`src/rtl/flash_fe_pkg.sv`:
```
package flash_fe_pkg;
  localparam int unsigned BLK_W = 3;

  // index in ascending address order; a = word address bits 15:12
  function automatic logic [BLK_W-1:0] blk_index(input logic [3:0] a, input bit top);
    logic [BLK_W-1:0] r;
    if (top) begin
      casez (a)
        4'b0???: r = 3'd0;
        4'b10??: r = 3'd1;
        4'b1100: r = 3'd2;
        4'b1101: r = 3'd3;
        default: r = 3'd4;
      endcase
    end else begin
      casez (a)
        4'b000?: r = 3'd0;
        4'b0010: r = 3'd1;
        4'b0011: r = 3'd2;
        4'b01??: r = 3'd3;
        default: r = 3'd4;
      endcase
    end
    return r;
  endfunction
endpackage

```
`src/rtl/flash_blk_decode.sv`:
```
module flash_blk_decode
  import flash_fe_pkg::*;
#(
  parameter bit BOOT_TOP = 1'b1
) (
  input  logic [3:0]       hi_i,
  output logic [BLK_W-1:0] blk_o
);
  generate
    if (BOOT_TOP) begin : g_top
      assign blk_o = blk_index(hi_i, 1'b1);
    end else begin : g_bot
      assign blk_o = blk_index(hi_i, 1'b0);
    end
  endgenerate
endmodule

```
`src/rtl/flash_strobe_sync.sv`:
```
module flash_strobe_sync #(
  parameter int unsigned N      = 2,
  parameter int unsigned STAGES = 2
) (
  input  logic         clk_i,
  input  logic         rst_ni,
  input  logic [N-1:0] d_i,
  output logic [N-1:0] q_o
);
  logic [N-1:0] stg_q [STAGES];

  always_ff @(posedge clk_i or negedge rst_ni) begin
    if (!rst_ni) begin
      for (int i = 0; i < STAGES; i++) stg_q[i] <= '1;  // strobes idle high
    end else begin
      stg_q[0] <= d_i;
      for (int i = 1; i < STAGES; i++) stg_q[i] <= stg_q[i-1];
    end
  end

  assign q_o = stg_q[STAGES-1];
endmodule

```
`src/rtl/flash_wr_capture.sv`:
```
module flash_wr_capture #(
  parameter int unsigned ADDR_W = 16,
  parameter int unsigned DATA_W = 16,
  localparam int unsigned BA_W  = ADDR_W + 1,
  localparam int unsigned HALF  = DATA_W / 2
) (
  input  logic              clk_i,
  input  logic              rst_ni,
  input  logic              ce_s_ni,
  input  logic              we_s_ni,
  input  logic              hw_rst_ni,
  input  logic              word_mode_i,
  input  logic [ADDR_W-1:0] addr_i,
  input  logic [DATA_W-1:0] dq_i,
  output logic              wr_valid_o,
  output logic [BA_W-1:0]   wr_addr_o,
  output logic [DATA_W-1:0] wr_data_o,
  output logic [HALF-1:0]   wr_cmd_o,
  output logic              wr_word_o
);
  logic win, win_q, armed_q, open_ev, close_ev;
  logic [BA_W-1:0] live_ba;

  assign win      = ~ce_s_ni & ~we_s_ni & hw_rst_ni;
  assign open_ev  = win & ~win_q;
  assign close_ev = ~win & win_q & armed_q & hw_rst_ni;
  assign live_ba  = {addr_i, word_mode_i ? 1'b0 : dq_i[DATA_W-1]};

  always_ff @(posedge clk_i or negedge rst_ni) begin
    if (!rst_ni) begin
      win_q      <= 1'b0;
      armed_q    <= 1'b0;
      wr_valid_o <= 1'b0;
      wr_addr_o  <= '0;
      wr_data_o  <= '0;
      wr_cmd_o   <= '0;
      wr_word_o  <= 1'b0;
    end else begin
      win_q      <= win;
      wr_valid_o <= close_ev;
      if (open_ev) begin
        wr_addr_o <= live_ba;
        wr_word_o <= word_mode_i;
        armed_q   <= 1'b1;
      end
      if (close_ev) begin
        wr_data_o <= wr_word_o ? dq_i : {{HALF{1'b0}}, dq_i[HALF-1:0]};
        wr_cmd_o  <= dq_i[HALF-1:0];
        armed_q   <= 1'b0;
      end
      if (!hw_rst_ni) armed_q <= 1'b0;
    end
  end
endmodule

```
`src/rtl/flash_rd_lanes.sv`:
```
module flash_rd_lanes #(
  parameter int unsigned DATA_W = 16,
  localparam int unsigned HALF  = DATA_W / 2
) (
  input  logic              ce_ni,
  input  logic              oe_ni,
  input  logic              hw_rst_ni,
  input  logic              word_mode_i,
  input  logic              byte_sel_i,
  input  logic [DATA_W-1:0] rd_data_i,
  output logic [DATA_W-1:0] dq_o,
  output logic [2:0]        dq_oe_o
);
  logic drive;
  assign drive = ~ce_ni & ~oe_ni & hw_rst_ni;

  always_comb begin
    if (word_mode_i) begin
      dq_o = rd_data_i;
    end else begin
      dq_o = '0;
      dq_o[HALF-1:0] = byte_sel_i ? rd_data_i[DATA_W-1:HALF] : rd_data_i[HALF-1:0];
    end
    dq_oe_o = {drive & word_mode_i, drive & word_mode_i, drive};
  end
endmodule

```
`src/rtl/flash_bus_frontend.sv`:
```
module flash_bus_frontend
  import flash_fe_pkg::*;
#(
  parameter bit          BOOT_TOP = 1'b1,
  parameter int unsigned ADDR_W   = 16,
  parameter int unsigned DATA_W   = 16,
  localparam int unsigned BA_W    = ADDR_W + 1,
  localparam int unsigned HALF    = DATA_W / 2
) (
  input  logic              clk_i,
  input  logic              rst_ni,
  input  logic              ce_ni,
  input  logic              oe_ni,
  input  logic              we_ni,
  input  logic              hw_rst_ni,
  input  logic              word_mode_i,
  input  logic [ADDR_W-1:0] addr_i,
  input  logic [DATA_W-1:0] dq_i,
  input  logic [DATA_W-1:0] rd_data_i,
  output logic [DATA_W-1:0] dq_o,
  output logic [2:0]        dq_oe_o,
  output logic [BA_W-1:0]   rd_addr_o,
  output logic [BLK_W-1:0]  rd_blk_o,
  output logic              rd_blk_vld_o,
  output logic              wr_valid_o,
  output logic [BA_W-1:0]   wr_addr_o,
  output logic [DATA_W-1:0] wr_data_o,
  output logic [HALF-1:0]   wr_cmd_o,
  output logic              wr_word_o,
  output logic [BLK_W-1:0]  wr_blk_o
);
  logic [1:0] strb_s;

  assign rd_addr_o    = {addr_i, word_mode_i ? 1'b0 : dq_i[DATA_W-1]};
  assign rd_blk_vld_o = ~ce_ni;

  flash_strobe_sync #(.N(2), .STAGES(2)) u_sync (
    .clk_i (clk_i),
    .rst_ni(rst_ni),
    .d_i   ({ce_ni, we_ni}),
    .q_o   (strb_s)
  );

  flash_wr_capture #(.ADDR_W(ADDR_W), .DATA_W(DATA_W)) u_wr (
    .clk_i      (clk_i),
    .rst_ni     (rst_ni),
    .ce_s_ni    (strb_s[1]),
    .we_s_ni    (strb_s[0]),
    .hw_rst_ni  (hw_rst_ni),
    .word_mode_i(word_mode_i),
    .addr_i     (addr_i),
    .dq_i       (dq_i),
    .wr_valid_o (wr_valid_o),
    .wr_addr_o  (wr_addr_o),
    .wr_data_o  (wr_data_o),
    .wr_cmd_o   (wr_cmd_o),
    .wr_word_o  (wr_word_o)
  );

  flash_rd_lanes #(.DATA_W(DATA_W)) u_rd (
    .ce_ni      (ce_ni),
    .oe_ni      (oe_ni),
    .hw_rst_ni  (hw_rst_ni),
    .word_mode_i(word_mode_i),
    .byte_sel_i (dq_i[DATA_W-1]),
    .rd_data_i  (rd_data_i),
    .dq_o       (dq_o),
    .dq_oe_o    (dq_oe_o)
  );

  flash_blk_decode #(.BOOT_TOP(BOOT_TOP)) u_rd_dec (
    .hi_i (rd_addr_o[BA_W-1 -: 4]),
    .blk_o(rd_blk_o)
  );

  flash_blk_decode #(.BOOT_TOP(BOOT_TOP)) u_wr_dec (
    .hi_i (wr_addr_o[BA_W-1 -: 4]),
    .blk_o(wr_blk_o)
  );
endmodule

```
`config.mk`:
```
export PLATFORM = sky130hd
export DESIGN_NAME = flash_bus_frontend
export DESIGN_NICKNAME = d
export VERILOG_FILES = /design/src/rtl/flash_fe_pkg.sv /design/src/rtl/flash_blk_decode.sv /design/src/rtl/flash_strobe_sync.sv /design/src/rtl/flash_wr_capture.sv /design/src/rtl/flash_rd_lanes.sv /design/src/rtl/flash_bus_frontend.sv
export SDC_FILE = /design/constraint.sdc
export NUM_CORES = 1
export LEC_CHECK = 0
export ABC_AREA = 1
export CAP_MARGIN = 20
export CELL_PAD_IN_SITES_DETAIL_PLACEMENT = 1
export CELL_PAD_IN_SITES_GLOBAL_PLACEMENT = 2
export CORE_MARGIN = 4
export CORE_UTILIZATION = 29
export CTS_CLUSTER_DIAMETER = 40
export DETAILED_ROUTE_END_ITERATION = 16
export DONT_BUFFER_PORTS = 1
export HOLD_SLACK_MARGIN = 0.03
export PLACE_DENSITY = 0.83
export SLEW_MARGIN = 0
export SYNTH_ARGS = -nofsm -noshare
export SYNTH_HDL_FRONTEND = slang
export SYNTH_SLANG_ARGS = --single-unit
```
`constraint.sdc`:
```
create_clock -name clk_i -period 1.2 [get_ports clk_i]
set_input_delay 0.12 -clock clk_i [delete_from_list [all_inputs] [get_ports clk_i]]
set_output_delay 0.12 -clock clk_i [all_outputs]
set_load 0.005 [all_outputs]
```
# After elaboration in Yosys (flattened, before gate mapping)
# Index checks and enable logic that the tools add are counted.
[totals] elab_cells=42 register_bits=49 input_bits=55 output_inout_bits=86
[op_classes] n_eq_ne=7 n_bitwise=17 muxes=9
[op_table] cell="16-bit 2-to-1 mux" n=2
[op_table] cell="3-bit one-hot mux with 4 select lines" n=2
[op_table] cell="4-bit == test, second input constant" n=4
[op_table] cell="1-bit AND" n=9
[op_table] cell="8-bit 2-to-1 mux" n=1
[op_table] cell="1-bit NOT" n=8
[op_table] cell="2-bit == test, second input constant" n=2
[op_table] cell="1-bit 2-to-1 mux" n=4
[op_table] cell="3-bit by 1-bit != test with 1-bit output, second input constant" n=1

# Longest topological paths before layout
[logic_depth] depth_word=9 depth_mapped=6 depth_no_buf=5

# Modules after synthesis
# From an unflattened synthesis, not the netlist that was laid out.
[hier_totals] cells_unflattened=283 area_unflattened_um2=2292.2
[modules_own_cells] module="flash_wr_capture" area_each_um2=1712.9 n_inst=1 seq_area_each_um2=925.9 cells_each=188
[modules_own_cells] module="flash_rd_lanes" area_each_um2=240.2 n_inst=1 seq_area_each_um2=0.0 cells_each=50
[modules_own_cells] module="flash_bus_frontend" area_each_um2=133.9 n_inst=1 seq_area_each_um2=0.0 cells_each=19
[modules_own_cells] module="flash_strobe_sync" area_each_um2=120.1 n_inst=1 seq_area_each_um2=105.1 cells_each=6
[modules_own_cells] module="flash_blk_decode" area_each_um2=42.5 n_inst=2 seq_area_each_um2=0.0 cells_each=10

# Least setup slack after synthesis
# No wires, ideal clock.
[synth_timing] kind="reg-to-reg" from="register u_sync.stg_q, in the netlist u_sync.q_o[1]" to="register u_wr.wr_data_o[15]" setup_slack_ns=0.035 path_stages_with_launch=7 setup_time_ns=0.118 n_path_buf=1 required_ns=1.082 period_less_slack_ns=1.165 arrival_time_ns=1.047 cell_sequence="dfstp_2 > inv_1 > nand2_4 > nand3_4 > buf_6 > nand2_1 > nand2_1"
[synth_between] elab_chain_cells=7
[synth_rtl] item="start: declaration" line_no="flash_strobe_sync.sv:10" text="logic [N-1:0] stg_q [STAGES];"
[synth_rtl] item="1-bit NOT" line_no="flash_wr_capture.sv:24" text="assign win = ~ce_s_ni & ~we_s_ni & hw_rst_ni;"
[synth_rtl] item="1-bit AND (2 in a row)" line_no="flash_wr_capture.sv:24"
[synth_rtl] item="1-bit NOT" line_no="flash_wr_capture.sv:26" text="assign close_ev = ~win & win_q & armed_q & hw_rst_ni;"
[synth_rtl] item="1-bit AND (3 in a row)" line_no="flash_wr_capture.sv:26"
[synth_rtl] item="end signal: assignment" line_no="flash_wr_capture.sv:47" text="wr_data_o <= wr_word_o ? dq_i : {{HALF{1'b0}}, dq_i[HALF-1:0]};"
[synth_rtl] item="end: declaration" line_no="flash_wr_capture.sv:17" text="output logic [DATA_W-1:0] wr_data_o,"
# No other way between the ends.
# A chain may end at the register's enable or synchronous reset.

# Worst setup path in the final report
[layout_timing] from="register u_wr.wr_addr_o[14]" to="output port wr_blk_o[0]"
[layout_between] elab_chain_cells=2 elab_cells_between_ends=3 cone_classes="eq/ne (2); mux (1)"
[layout_rtl] item="start: declaration" line_no="flash_wr_capture.sv:16" text="output logic [BA_W-1:0] wr_addr_o,"
[layout_rtl] item="start signal: assignment" line_no="flash_wr_capture.sv:42" text="wr_addr_o <= live_ba;"
[layout_rtl] item="4-bit == test" line_no="flash_fe_pkg.sv:8" text="casez (a)"
[layout_rtl] item="3-bit one-hot mux with 4 select lines *" line_no="flash_fe_pkg.sv:8"
[layout_rtl] item="end: declaration" line_no="flash_bus_frontend.sv:30" text="output logic [BLK_W-1:0] wr_blk_o"
# Every way passes the cells marked *; elsewhere a longest branch is shown, timed or not.

==> flow_summary_export.csv <==
group,metric,value,unit
outcome,run_status,"completed",
placement,io_buffers,0,
pwr,power.density,1203,mW/mm^2
sta,rsz0062_at_grt,"no",
final_layout,fin_cells,375,
final_layout,mostFrequentLayoutCell,"nand2_1",
sta,max_freq,903.3,MHz
hold_path,min_path_type,"input port to flip-flop",
sta,fin_crit_sh,0.9225,
logic_synthesis,ys_types,25,
route,ant_nets,0,
final_layout,final_core_util,0.3452,
logic_synthesis,ys_ff_latch,41,
clock_network,max-clock-path-buffers,2,
setup_path,crit_type,"flip-flop to output port",
setup_path,worstPathCellList,"inv_2, nand2_1, a21boi_2",
clock_network,cts_buffers,5,
pwr,p_leak,1.360,nW
sta,hold_viol_final,0,
sta,clock_skew,0.002026,ns
die,die_h,94.77,um
sta,finalCriticalPeriod,1.107,ns
die,coreArea,0.007292,mm^2
pwr,peakVddDrop,406.9,uV
logic_synthesis,netlist_instances,266,
final_layout,fin_nets,330,
route,num_vias,1713,
global_route,grt_pass1_wl,8907,um
clock_network,ctsRootBufferMaster,"clkbuf_8",
global_route,grt_pass1_vias,1858,
placement,place_inst,334,
global_route,grt_remaining_overflow,0,
clock_network,clkSlewWorstSetupHoldPaths,0.07,ns
placement,place_congestion,0.6833,
route,routedWlPerCell,15.08,um
setup_path,worst-path-max-fanout,4,
setup_path,startpoint_type,"flip-flop",
logic_synthesis,avgSynthCellArea,8.208,um^2
sta,slew_headroom,0.6167,
setup_path,cp.arrival,0.99,ns
final_layout,drive_gt1_frac,0.1449,
global_route,gr-usage-all-layers,0.1265,
clock_network,h-tree-depth,2,
clock_network,insertion_delay,0.28,ns
final_layout,final_cell_mix,"nand2_1 (108), dfrtp_1 (37), dlygate4sd3_1 (30)",
route,first_iter_violations,40,
route,wl,5656,um
logic_synthesis,netlist_area,0.002183,mm^2
clock_network,postCtsSetupRepairBufs,0,
die,start_util,0.2994,
global_route,grt_start_max_net_pins,42,
logic_synthesis,synth_seq_area_share,0.4722,
die,boundaryPins,141,
die,die_w,94.77,um
clock_network,cts.sinks,41,
setup_path,end_kind,"output port",
final_layout,n_antenna_cell,0,
setup_path,max_stage_delay,0.44,ns
placement,hpwlAfterDp,4013,um
sta,slew_viol_final,0,
setup_path,crit_path_top_delay_cell,"dfrtp_1",
route,drc,0,
logic_synthesis,yosys_warnings,0,
die,dieArea,0.008981,mm^2
route,drt_first_pass_iters,4,
route,vias_per_cell,4.568,
sta,tightest_slew,0.5731,ns
logic_synthesis,syn_nets,321,
die,floorplan.rows,31,
setup_path,crit_required,1.08,ns
clock_network,cts_tree,"yes",
final_layout,syn2layout_area_growth,15.30,%
global_route,antenna_found_initial,0,
sta,setup_viol,0,
job,maxCapViolCount,0,
## worst max-delay path, delay by kind of cell (launching register included)
kind,cells,cell delay (ns)
DFF,1,0.44
and+or+nand+nor,1,0.06
buffers and inverters,1,0.08
AOI/OAI and AO/OA,1,0.13
## per-stage QoR
step | setup TNS (ns) | setup WS [ns] | hold WS, ns | total power (W) | area, um^2
6_report | 0 | 0.09300 | 0.04119 | 0.003028 | 2517
5_1_grt | 0 | 0.01862 | 0.04842 | 0.003243 | 2517
4_1_cts | 0 | 0.02783 | -0.03081 | 0.003088 | 2480
3_5_place_dp | -0.02626 | -0.01013 | -0.1740 | 0.002081 | 2069
3_3_place_gp | 0 | 0.03312 | -0.1747 | 0.002060 | 2069
2_1_floorplan | 0 | 0.03531 | -0.1756 | 0.002078 | 2183
## layer usage
layer  wire length (um)  GRT usage
met1               2129     0.1372
met2               2994     0.2372
met3                462    0.03187
met4                 70    0.04207
met5                  0          0
## cell type report
class	instances	area [um^2]
clock buffers	6	72.57
fillers	893	4775
clock inverters	2	10.01
well taps	99	123.9
repair buffers	37	377.9
multi-input cells	161	785.8
inverters	29	116.4
flip-flops and latches	41	1031
## power breakdown
| group | leakage [nW] | internal, W | switching (W) |
|---|---|---|---|
| Clock | 0.0450 | 0.000403 | 0.000449 |
| Combinational | 0.787 | 0.000207 | 0.000256 |
| Sequential | 0.528 | 0.00154 | 0.000168 |
## synth_stat cells, drive strengths merged
library cell | instances | area (um^2)
a21boi | 1 | 7.510
a21oi | 2 | 13.76
buf | 37 | 295.3
dfrtp | 37 | 925.9
dfstp | 4 | 105.1
inv | 29 | 113.9
nand2 | 111 | 426.7
nand3 | 16 | 102.6
nand4 | 16 | 100.1
nor2 | 6 | 38.79
nor3 | 1 | 5.000
nor4 | 1 | 6.260
o21ai | 4 | 35.03
o21bai | 1 | 7.510
## state kept, by name, indices dropped and copies added (netlist names)
name             cells
u_wr.wr_addr_o      17
u_wr.wr_valid_o      1
u_sync.stg_q         2
u_wr.win_q           1
u_wr.wr_data_o       9
u_sync.q_o           2
u_wr.wr_word_o       1
u_wr.armed_q         1
u_wr.wr_cmd_o        7
## final timing paths
kind | from | endpoint | slack (ns) | cells after the start
worst max-delay path | u_wr.wr_addr_o[14] | wr_blk_o[0] | 0.09 | 3
worst min-delay path | hw_rst_ni | u_wr.wr_valid_o | 0.04 | 2
worst max register to register | u_sync.q_o[0] | u_wr.wr_cmd_o[3] | 0.10 | 5
worst min register to register | u_sync.stg_q[2] | u_sync.q_o[0] | 0.36 | 0
max in group asynchronous | rst_ni | u_sync.stg_q[2] | 0.62 | 2
min in group asynchronous | rst_ni | u_wr.wr_addr_o[5] | 0.31 | 2
## cell families (layout without fill, tap and decap cells)
logic type	count (synthesis)	in the layout	share of synthesized area
simple gates	151	153	0.3112
buf+inv	66	74	0.1874
compound gates	8	8	0.02923
flops	41	41	0.4722
## timing repair
| action | CTS | global route |
|---|---|---|
| gates cloned | 1 | 1 |
| pin swaps | 1 | 4 |
| setup endpoints to repair | 13 | 16 |
| resized for setup | 2 | 7 |
| endpoints found under the hold margin | 78 | 16 |
| hold buffers | 30 | 1 |
No activity file was read; power rests on OpenSTA's default activity.
